==> src/rtl/mseq_pkg.sv <==
package mseq_pkg;
  localparam int UADDR_W = 6;
  localparam int OP_W    = 4;
  localparam int UDEPTH  = 1 << UADDR_W;
  localparam int FN_W    = 4;
  localparam int BSEL_W  = 2;
  localparam int CSEL_W  = 3;

  typedef logic [UADDR_W-1:0] uaddr_t;

  typedef struct packed {
    logic [CSEL_W-1:0] csel;
    logic              asel;
    uaddr_t            nxt;
    logic              ld_a;
    logic              ld_pc;
    logic              ld_mar;
    logic              ld_mdr;
    logic [FN_W-1:0]   fn;
    logic [BSEL_W-1:0] bsel;
    logic              gate_a;
    logic              rd;
    logic              wt;
  } uword_t;

  // condition codes
  localparam logic [CSEL_W-1:0] C_NEVER  = 3'd0;
  localparam logic [CSEL_W-1:0] C_ALWAYS = 3'd1;
  localparam logic [CSEL_W-1:0] C_NSIGN  = 3'd2;
  localparam logic [CSEL_W-1:0] C_NZERO  = 3'd3;
  localparam logic [CSEL_W-1:0] C_NSTART = 3'd4;

  // B-operand select
  localparam logic [BSEL_W-1:0] B_ZERO = 2'd0;
  localparam logic [BSEL_W-1:0] B_PC   = 2'd1;
  localparam logic [BSEL_W-1:0] B_MDRA = 2'd2;
  localparam logic [BSEL_W-1:0] B_MDRW = 2'd3;

  // ALU function {b-invert, carry-in, op1, op0}
  localparam logic [FN_W-1:0] FN_AND = 4'b0000;
  localparam logic [FN_W-1:0] FN_OR  = 4'b0001;
  localparam logic [FN_W-1:0] FN_ADD = 4'b0010;
  localparam logic [FN_W-1:0] FN_INC = 4'b0110;
  localparam logic [FN_W-1:0] FN_SUB = 4'b1110;

  // opcodes
  localparam logic [OP_W-1:0] OP_JMP   = 4'd0;
  localparam logic [OP_W-1:0] OP_JN    = 4'd1;
  localparam logic [OP_W-1:0] OP_JZ    = 4'd2;
  localparam logic [OP_W-1:0] OP_LOAD  = 4'd4;
  localparam logic [OP_W-1:0] OP_STORE = 4'd5;
  localparam logic [OP_W-1:0] OP_AND   = 4'd8;
  localparam logic [OP_W-1:0] OP_OR    = 4'd9;
  localparam logic [OP_W-1:0] OP_ADD   = 4'd10;
  localparam logic [OP_W-1:0] OP_SUB   = 4'd11;

  // shared microaddresses
  localparam uaddr_t UA_STOP   = uaddr_t'(0);
  localparam uaddr_t UA_FETCH  = uaddr_t'(1);
  localparam uaddr_t UA_DECODE = uaddr_t'(2);
  localparam uaddr_t UA_X_LOAD = uaddr_t'(3);
  localparam uaddr_t UA_X_ALU  = uaddr_t'(4);

  // two words per opcode in the upper half of the store
  function automatic uaddr_t dispatch_addr(input logic [OP_W-1:0] op);
    return {1'b1, op, 1'b0};
  endfunction

  function automatic uword_t w_goto(input uaddr_t tgt);
    uword_t w;
    w = '0;
    w.csel = C_ALWAYS;
    w.nxt  = tgt;
    return w;
  endfunction

  function automatic uword_t w_take();
    uword_t w;
    w = w_goto(UA_FETCH);
    w.ld_pc  = 1'b1;
    w.ld_mar = 1'b1;
    w.bsel   = B_MDRA;
    w.fn     = FN_ADD;
    return w;
  endfunction

  function automatic uword_t w_ea();
    uword_t w;
    w = '0;
    w.csel   = C_NEVER;
    w.ld_mar = 1'b1;
    w.bsel   = B_MDRA;
    w.fn     = FN_ADD;
    return w;
  endfunction

  function automatic uword_t w_opnd(input uaddr_t exec);
    uword_t w;
    w = w_goto(exec);
    w.rd     = 1'b1;
    w.ld_mdr = 1'b1;
    w.ld_mar = 1'b1;
    w.bsel   = B_PC;
    w.fn     = FN_ADD;
    return w;
  endfunction

  function automatic uword_t w_exec(input logic [FN_W-1:0] fn, input logic gate);
    uword_t w;
    w = w_goto(UA_FETCH);
    w.ld_a   = 1'b1;
    w.bsel   = B_MDRW;
    w.fn     = fn;
    w.gate_a = gate;
    return w;
  endfunction

  // control store contents, computed per microaddress
  function automatic uword_t uword_at(input uaddr_t a);
    uword_t w;
    logic [OP_W-1:0] op;
    logic second;
    op     = a[OP_W:1];
    second = a[0];
    w      = w_goto(UA_STOP);
    if (a == UA_STOP) begin
      w.csel   = C_NSTART;
      w.ld_pc  = 1'b1;
      w.ld_mar = 1'b1;
      w.bsel   = B_ZERO;
      w.fn     = FN_ADD;
    end else if (a == UA_FETCH) begin
      w        = '0;
      w.csel   = C_NEVER;
      w.ld_pc  = 1'b1;
      w.ld_mar = 1'b1;
      w.ld_mdr = 1'b1;
      w.rd     = 1'b1;
      w.bsel   = B_PC;
      w.fn     = FN_INC;
    end else if (a == UA_DECODE) begin
      w.asel = 1'b1;
    end else if (a == UA_X_LOAD) begin
      w = w_exec(FN_ADD, 1'b0);
    end else if (a == UA_X_ALU)              w = w_exec(FN_AND, 1'b1);
    else if (a == (UA_X_ALU | uaddr_t'(1)))  w = w_exec(FN_OR,  1'b1);
    else if (a == (UA_X_ALU | uaddr_t'(2)))  w = w_exec(FN_ADD, 1'b1);
    else if (a == (UA_X_ALU | uaddr_t'(3)))  w = w_exec(FN_SUB, 1'b1);
    else if (a[UADDR_W-1]) begin
      case (op)
        OP_JMP:   if (!second) w = w_take();
        OP_JN:    if (!second) begin
                    w = w_goto(UA_FETCH);
                    w.csel = C_NSIGN;
                  end else w = w_take();
        OP_JZ:    if (!second) begin
                    w = w_goto(UA_FETCH);
                    w.csel   = C_NZERO;
                    w.gate_a = 1'b1;
                    w.bsel   = B_ZERO;
                    w.fn     = FN_ADD;
                  end else w = w_take();
        OP_LOAD:  w = second ? w_opnd(UA_X_LOAD) : w_ea();
        OP_STORE: if (!second) w = w_ea();
                  else begin
                    w = w_goto(UA_FETCH);
                    w.wt     = 1'b1;
                    w.ld_mar = 1'b1;
                    w.bsel   = B_PC;
                    w.fn     = FN_ADD;
                  end
        OP_AND, OP_OR, OP_ADD, OP_SUB:
                  w = second ? w_opnd(UA_X_ALU | uaddr_t'(op[1:0])) : w_ea();
        default:  if (!second) w = w_goto(UA_FETCH);
      endcase
    end
    return w;
  endfunction
endpackage

==> src/rtl/mseq_store.sv <==
module mseq_store
  import mseq_pkg::*;
(
  input  uaddr_t addr,
  output uword_t word
);
  uword_t rom [UDEPTH];

  for (genvar i = 0; i < UDEPTH; i++) begin : g_rom
    assign rom[i] = uword_at(uaddr_t'(i));
  end

  assign word = rom[addr];
endmodule

==> src/rtl/mseq_cond_mux.sv <==
module mseq_cond_mux
  import mseq_pkg::*;
(
  input  logic [CSEL_W-1:0] csel,
  input  logic              a_sign,
  input  logic              alu_zero,
  input  logic              start,
  output logic              ld_en
);
  always_comb begin
    case (csel)
      C_NEVER:  ld_en = 1'b0;
      C_ALWAYS: ld_en = 1'b1;
      C_NSIGN:  ld_en = ~a_sign;
      C_NZERO:  ld_en = ~alu_zero;
      C_NSTART: ld_en = ~start;
      default:  ld_en = 1'b0;
    endcase
  end
endmodule

==> src/rtl/mseq_next.sv <==
module mseq_next
  import mseq_pkg::*;
(
  input  uaddr_t          q,
  input  logic            ld_en,
  input  logic            asel,
  input  uaddr_t          nxt,
  input  logic [OP_W-1:0] opcode,
  output uaddr_t          q_nxt
);
  uaddr_t jump_tgt;

  assign jump_tgt = asel ? dispatch_addr(opcode) : nxt;
  assign q_nxt    = ld_en ? jump_tgt : q + uaddr_t'(1);
endmodule

==> src/rtl/mseq_ctrl.sv <==
module mseq_ctrl
  import mseq_pkg::*;
(
  input  logic              clk,
  input  logic              rst,
  input  logic              start,
  input  logic              a_sign,
  input  logic              alu_zero,
  input  logic [OP_W-1:0]   opcode,
  output logic              ld_acc,
  output logic              ld_pc,
  output logic              ld_mar,
  output logic              ld_mdr,
  output logic [FN_W-1:0]   alu_fn,
  output logic [BSEL_W-1:0] bsel,
  output logic              gate_a,
  output logic              mem_rd,
  output logic              mem_wr
);
  uaddr_t uaddr;
  uaddr_t uaddr_nxt;
  uword_t uw;
  logic   ld_en;

  always_ff @(posedge clk) begin
    if (rst) uaddr <= UA_STOP;
    else     uaddr <= uaddr_nxt;
  end

  mseq_store u_store (
    .addr (uaddr),
    .word (uw)
  );

  mseq_cond_mux u_cond (
    .csel     (uw.csel),
    .a_sign   (a_sign),
    .alu_zero (alu_zero),
    .start    (start),
    .ld_en    (ld_en)
  );

  mseq_next u_next (
    .q      (uaddr),
    .ld_en  (ld_en),
    .asel   (uw.asel),
    .nxt    (uw.nxt),
    .opcode (opcode),
    .q_nxt  (uaddr_nxt)
  );

  assign ld_acc = uw.ld_a;
  assign ld_pc  = uw.ld_pc;
  assign ld_mar = uw.ld_mar;
  assign ld_mdr = uw.ld_mdr;
  assign alu_fn = uw.fn;
  assign bsel   = uw.bsel;
  assign gate_a = uw.gate_a;
  assign mem_rd = uw.rd;
  assign mem_wr = uw.wt;
endmodule

==> config.mk <==
export PLATFORM = sky130hd
export DESIGN_NAME = mseq_ctrl
export DESIGN_NICKNAME = d
export VERILOG_FILES = /design/src/rtl/mseq_pkg.sv /design/src/rtl/mseq_store.sv /design/src/rtl/mseq_cond_mux.sv /design/src/rtl/mseq_next.sv /design/src/rtl/mseq_ctrl.sv
export SDC_FILE = /design/constraint.sdc
export NUM_CORES = 1
export LEC_CHECK = 0
export ABC_AREA = 1
export BUFFER_PORTS_ARGS = -buffer_cell sky130_fd_sc_hd__buf_2
export CAP_MARGIN = 20
export CORE_MARGIN = 1
export CORE_UTILIZATION = 47
export DETAILED_ROUTE_END_ITERATION = 8
export MAX_ROUTING_LAYER = met4
export PLACE_DENSITY = 0.78
export SLEW_MARGIN = 40
export SYNTH_ARGS = -nofsm -noshare
export SYNTH_HDL_FRONTEND = slang
export SYNTH_SLANG_ARGS = --single-unit
==> constraint.sdc <==
create_clock -name clk -period 1.6 [get_ports clk]
set_input_delay 0.16 -clock clk [delete_from_list [all_inputs] [get_ports clk]]
set_output_delay 0.16 -clock clk [all_outputs]
set_load 0.03 [all_outputs]
# Word-level counts from Yosys, hierarchy flattened
# Memory sizes are Yosys's and may differ from the RTL's.
# Cells that the tools add are included.
# W data, S select, Z words.
[op_classes] magnitude_cmp=1 n_eq_ne=4 bitwise_logic=4 addsub=1 mux=5
[ops] cell="$mux W23" count=2
[ops] cell="$mux W6" count=2
[ops] cell="$ge A7 B7 Y1 const B" count=1
[ops] cell="$not A6 Y7" count=1
[ops] cell="$add A6 B1 Y6 const B" count=1
[ops] cell="$eq A3 B2 Y1 const B" count=2
[ops] cell="$pmux W1 S4" count=1
[ops] cell="$eq A3 B1 Y1 const B" count=1
[ops] cell="$eq A3 B3 Y1 const B" count=1
[ops] cell="$not A1 Y1" count=3
[totals] mem_count=1 output_inout_bits=13 romBits=1472 register_bits=6 in_bits=9 elab_cells=17
[mem_list] name="(no name shown)" depth=64 width=23 rd=1 rd_clocked_by_memory_dff=0 write_ports=0 line_no="mseq_store.sv:13" rtl="assign word = rom[addr];"

# Longest topological paths before layout
[depth] word_depth=7 depth_mapped=12 depth_no_buf=12

# Cells and area by module
# A second synthesis with hierarchy kept.
[unflattened] hier_cells=168 area_unflattened_um2=964.7
[by_module_without_submodules] mod="mseq_store" seq_area_each_um2=0.0 cells_per_inst=97 instances=1 area_each_um2=554.3
[by_module_without_submodules] mod="mseq_next" seq_area_each_um2=0.0 cells_per_inst=43 instances=1 area_each_um2=203.9
[by_module_without_submodules] mod="mseq_ctrl" seq_area_each_um2=120.1 cells_per_inst=18 instances=1 area_each_um2=165.2
[by_module_without_submodules] mod="mseq_cond_mux" seq_area_each_um2=0.0 cells_per_inst=10 instances=1 area_each_um2=41.3

# Worst setup path before layout
# No wires, ideal clock.
[synth_path] kind="register -> output" from="register uaddr[0]" to="output port ld_mar" path_buffers=0 arrival_time_ps=1792 path_stages_with_launch=8 path_slack_ps=-352 path_cell_list="dfxtp_1 -> inv_1 -> ha_1 -> inv_1 -> nand2_1 -> a21oi_1 -> nor3_1 -> o21ai_0"
[synth_between] elab_chain_len=4
[synth_rtl] item="from (decl)" line_no="mseq_ctrl.sv:20" rtl="uaddr_t uaddr;"
[synth_rtl] item="from (signal assigned)" line_no="mseq_ctrl.sv:27" rtl="else uaddr <= uaddr_nxt;"
[synth_rtl] item="$not A6 Y7 (not written as such)" line_no="mseq_store.sv:13"
[synth_rtl] item="$mem_v2 Z64 W23"
[synth_rtl] item="$mux W23 (not written as such) (2 in a row)" line_no="mseq_store.sv:13"
[synth_rtl] item="to (decl)" line_no="mseq_ctrl.sv:12" rtl="output logic ld_mar,"
# Every way passes these cells. The select of a mux whose other input is x is not followed.

# Worst setup path after layout
[layout_path] from="register uaddr[2]" to="register uaddr[0]"
[layout_between] elab_chain_len=7 elab_cells_between_ends=11 cone_classes="eq/ne (4); mux (5); bitwise (1); memory (1)"
[layout_rtl] item="$not A6 Y7 (not written as such) *" line_no="mseq_store.sv:13"
[layout_rtl] item="$mem_v2 Z64 W23 *"
[layout_rtl] item="$mux W23 (not written as such) * (2 in a row)" line_no="mseq_store.sv:13"
[layout_rtl] item="$eq A3 B3 Y1, or another cell as far along" line_no="mseq_cond_mux.sv:11" rtl="case (csel)"
[layout_rtl] item="$pmux W1 S4" line_no="mseq_cond_mux.sv:11"
[layout_rtl] item="$mux W6 *" line_no="mseq_next.sv:14" rtl="assign q_nxt = ld_en ? jump_tgt : q + uaddr_t'(1);"
# Mark *: on every way between the ends. The rest lies on a longest branch, timed or not. The select of a mux whose other input is x is not followed.
# A chain may end at the register's enable or synchronous reset.

==> results by group <==
Layout
  – Largest regs: uaddr: 6 flops
  – Nets: 228
  – Fraction of layout cells with a size suffix above 1: 58.57%
  – Commonest non-fill, non-tap cells in the layout: buf_4, nand2_1, nor2_1, inv_1, buf_6
  – Most common cell after layout, fill and taps aside: buf_4
  – Finished layout cell area: 1618 um^2
  – Max reg flops: 6
  – Register with the most flip-flops: uaddr
  – Fin util: 91.70%
  – Diode count: 0
  – Area grow syn2layout: 79.83%
  – Non-Filler Instances: 235

Setup path
  – CP Data Required Time: 1.77 ns
  – Crit Path Max Fanout: 9
  – CP Launch Type: flip-flop
  – Crit. End Element: flip-flop
  – CP Data Arrival Time: 2.04 ns
  – WS Path Type: flip-flop to flip-flop

Route
  – First-pass DRT Iterations: 7
  – Drc violations: 0
  – WL final: 4799 um
  – Vias: 1445
  – Wire per inst: 20.42 um
  – DR iter-0 viols: 127
  – Final ANT Viol Nets: 0
  – Via density: 6.149

Clock tree
  – Skew-Pair Late Insertion Delay: 0.24 ns
  – Clock buffer depth: 2
  – CTS clk-pin slew, worst paths: 0.05 ns
  – Clock sink count: 6
  – Root Buffer: clkbuf_4
  – CTS tree: yes
  – Cts bufs inserted: 3
  – H-tree depth: 1

Yosys
  – Synth cell types: 27
  – Simple-Gate Fraction of Synth Area: 45.62%
  – Post-synthesis mux area share: 0%
  – Compound-Gate Fraction of Synth Area: 12.38%
  – Synth Area in XOR/XNOR: 1.947%
  – Largest family of logic cells by synthesized area: simple AND/OR/NAND/NOR gates
  – Area share of the largest cell type after synthesis: 15.02%
  – Synth warn: 0
  – Syn nets: 168
  – Area leader, netlist: nand2_1
  – Avg Cell Area, Syn: 5.919 um^2
  – Post-synthesis sequential area ratio: 13.35%
  – Synthesis-stage register bit count: 6
  – Post-Syn Instances: 152
  – Area contributors post-synth: nand2_1, dfxtp_1, ha_1
  – Adder-Cell Fraction of Synth Area: 9.736%
  – Syn Std Cell Area: 899.6 um^2

Timing
  – Hold_ws: 0.1284 ns
  – # setup viols final: 16
  – Final setup margin: -0.2727 ns
  – Minimum clock period after layout: 1.873 ns
  – Layout Skew: 0.003159 ns
  – RSZ-0062 raised after global routing: true
  – Final Max Tran Viols: 0
  – Worst rel slew slack: 73.22%
  – Tcrit/Tclk final: 117.0%
  – Worst-Margin Slew: 0.3975 ns
  – FMAX: 534.0 MHz
  – Final hold vios: 0

Floorplan
  – DIE WIDTH: 45.75 um
  – Ports: 22
  – Core area: 1764 um^2
  – Die ar.: 2093 um^2
  – Starting Density: 50.99%
  – Die height: 45.75 um
  – Row cnt: 15

Placement
  – Port-buffer cells: 21
  – Hpwl dp: 2231 um
  – Routability cong.: 0.9511
  – Dpl cell area: 1190 um^2
  – Placed insts: 217

Pwr
  – Peak supply drop: 0.001535 V
  – Lkg Pwr: 0.8120 nW
  – PwrDens: 2051 nW/um^2
  – Total power: 3.318 mW

Global route
  – Total grt overflow: 0
  – Antenna violations before repair: 0
  – Largest net degree at the start of global routing: 10
  – Vias in the first global route: 1249
  – Global-route wire length before repair: 5595 um
  – Total track usage: 39.50%

Run status
  – Status: complete, but fails checks
  – Failing checks: setup timing

Run
  – Max_cap viols: 0

Min path
  – Worst hold path class: primary input to flip-flop
synth_stat cells:
cell / number
nor2_8: 2
ha_1: 7
a21oi_1: 6
buf_4: 2
o211ai_1: 1
o21ai_0: 9
a21oi_2: 1
and3_1: 1
inv_1: 22
nor2_2: 1
or2_4: 1
o22ai_1: 1
inv_4: 1
buf_6: 3
nand2_1: 36
nand4_1: 2
xor2_1: 2
nor2_4: 1
dfxtp_1: 6
nor2_1: 19
nand3_1: 15
a211oi_1: 1
a31oi_1: 1
nand2_2: 3
nand3_2: 1
inv_2: 4
nor3_1: 3
per-layer routing:
metal | track usage (%) | wire length (um)
met1 | 42.58 | 1750
met2 | 67.43 | 2158
met3 | 7.540 | 506
met4 | 21.76 | 384
met5 | - | 0
cell type report:
type                            count  area (um^2)
Inverter                           27        113.9
Fill cell                          69        146.4
Sequential cell                     6        137.6
Timing Repair Buffer               60        474.2
Tap cell                           25        31.28
Clock buffer                        3        22.52
Multi-Input combinational cell    114        838.3
stage by stage:
step                      setup TNS, ns  setup slack, ns
after global routing             -3.104          -0.6311
after detailed placement        -0.4063         -0.07732
final                            -1.944          -0.2727
after CTS                       -0.4619          -0.1266
after global placement          -0.1187         -0.05304
after floorplan                       0          0.02020
kinds of logic after synthesis:
kind of cell               after synthesis
xor gates and xnor gates                 2
DFF                                      6
adders and majority gates                7
and+or+nand+nor                         85
buffers and inverters                   32
AOI/OAI and AO/OA                       20
where the power goes:
part	total [mW]	switching [mW]	leakage [nW]	internal, mW
clock network	0.139	0.0541	0.0138	0.0848
logic	2.91	1.70	0.745	1.20
registers	0.273	0.0722	0.0527	0.201
total	3.32	1.83	0.812	1.49
path summary, 6_finish.rpt:
check | from | depth (start not counted) | slack (ns) | to
min | rst | 2 | 0.13 | uaddr[4]
max | uaddr[2] | 9 | -0.27 | uaddr[0]
max reg2reg | uaddr[2] | 9 | -0.27 | uaddr[0]
min reg2reg | uaddr[2] | 4 | 0.78 | uaddr[3]
what timing repair did:
action,4_1_cts,5_1_grt
pin swaps,13,13
resized for setup,53,40
buffers inserted,14,2
endpoints found under the setup margin,17,17
hold buffers,0,0
gates cloned,0,0
critical path: stages (launching register included):
cell	delay, ns
dfxtp_2	0.44
inv_4	0.10
buf_4	0.16
o21ai_0	0.34
o21ai_0	0.22
nand2_1	0.13
nand2_1	0.09
a21oi_2	0.17
nor2_1	0.06
nor2_1	0.09
Power figures use the tool's default switching activity.
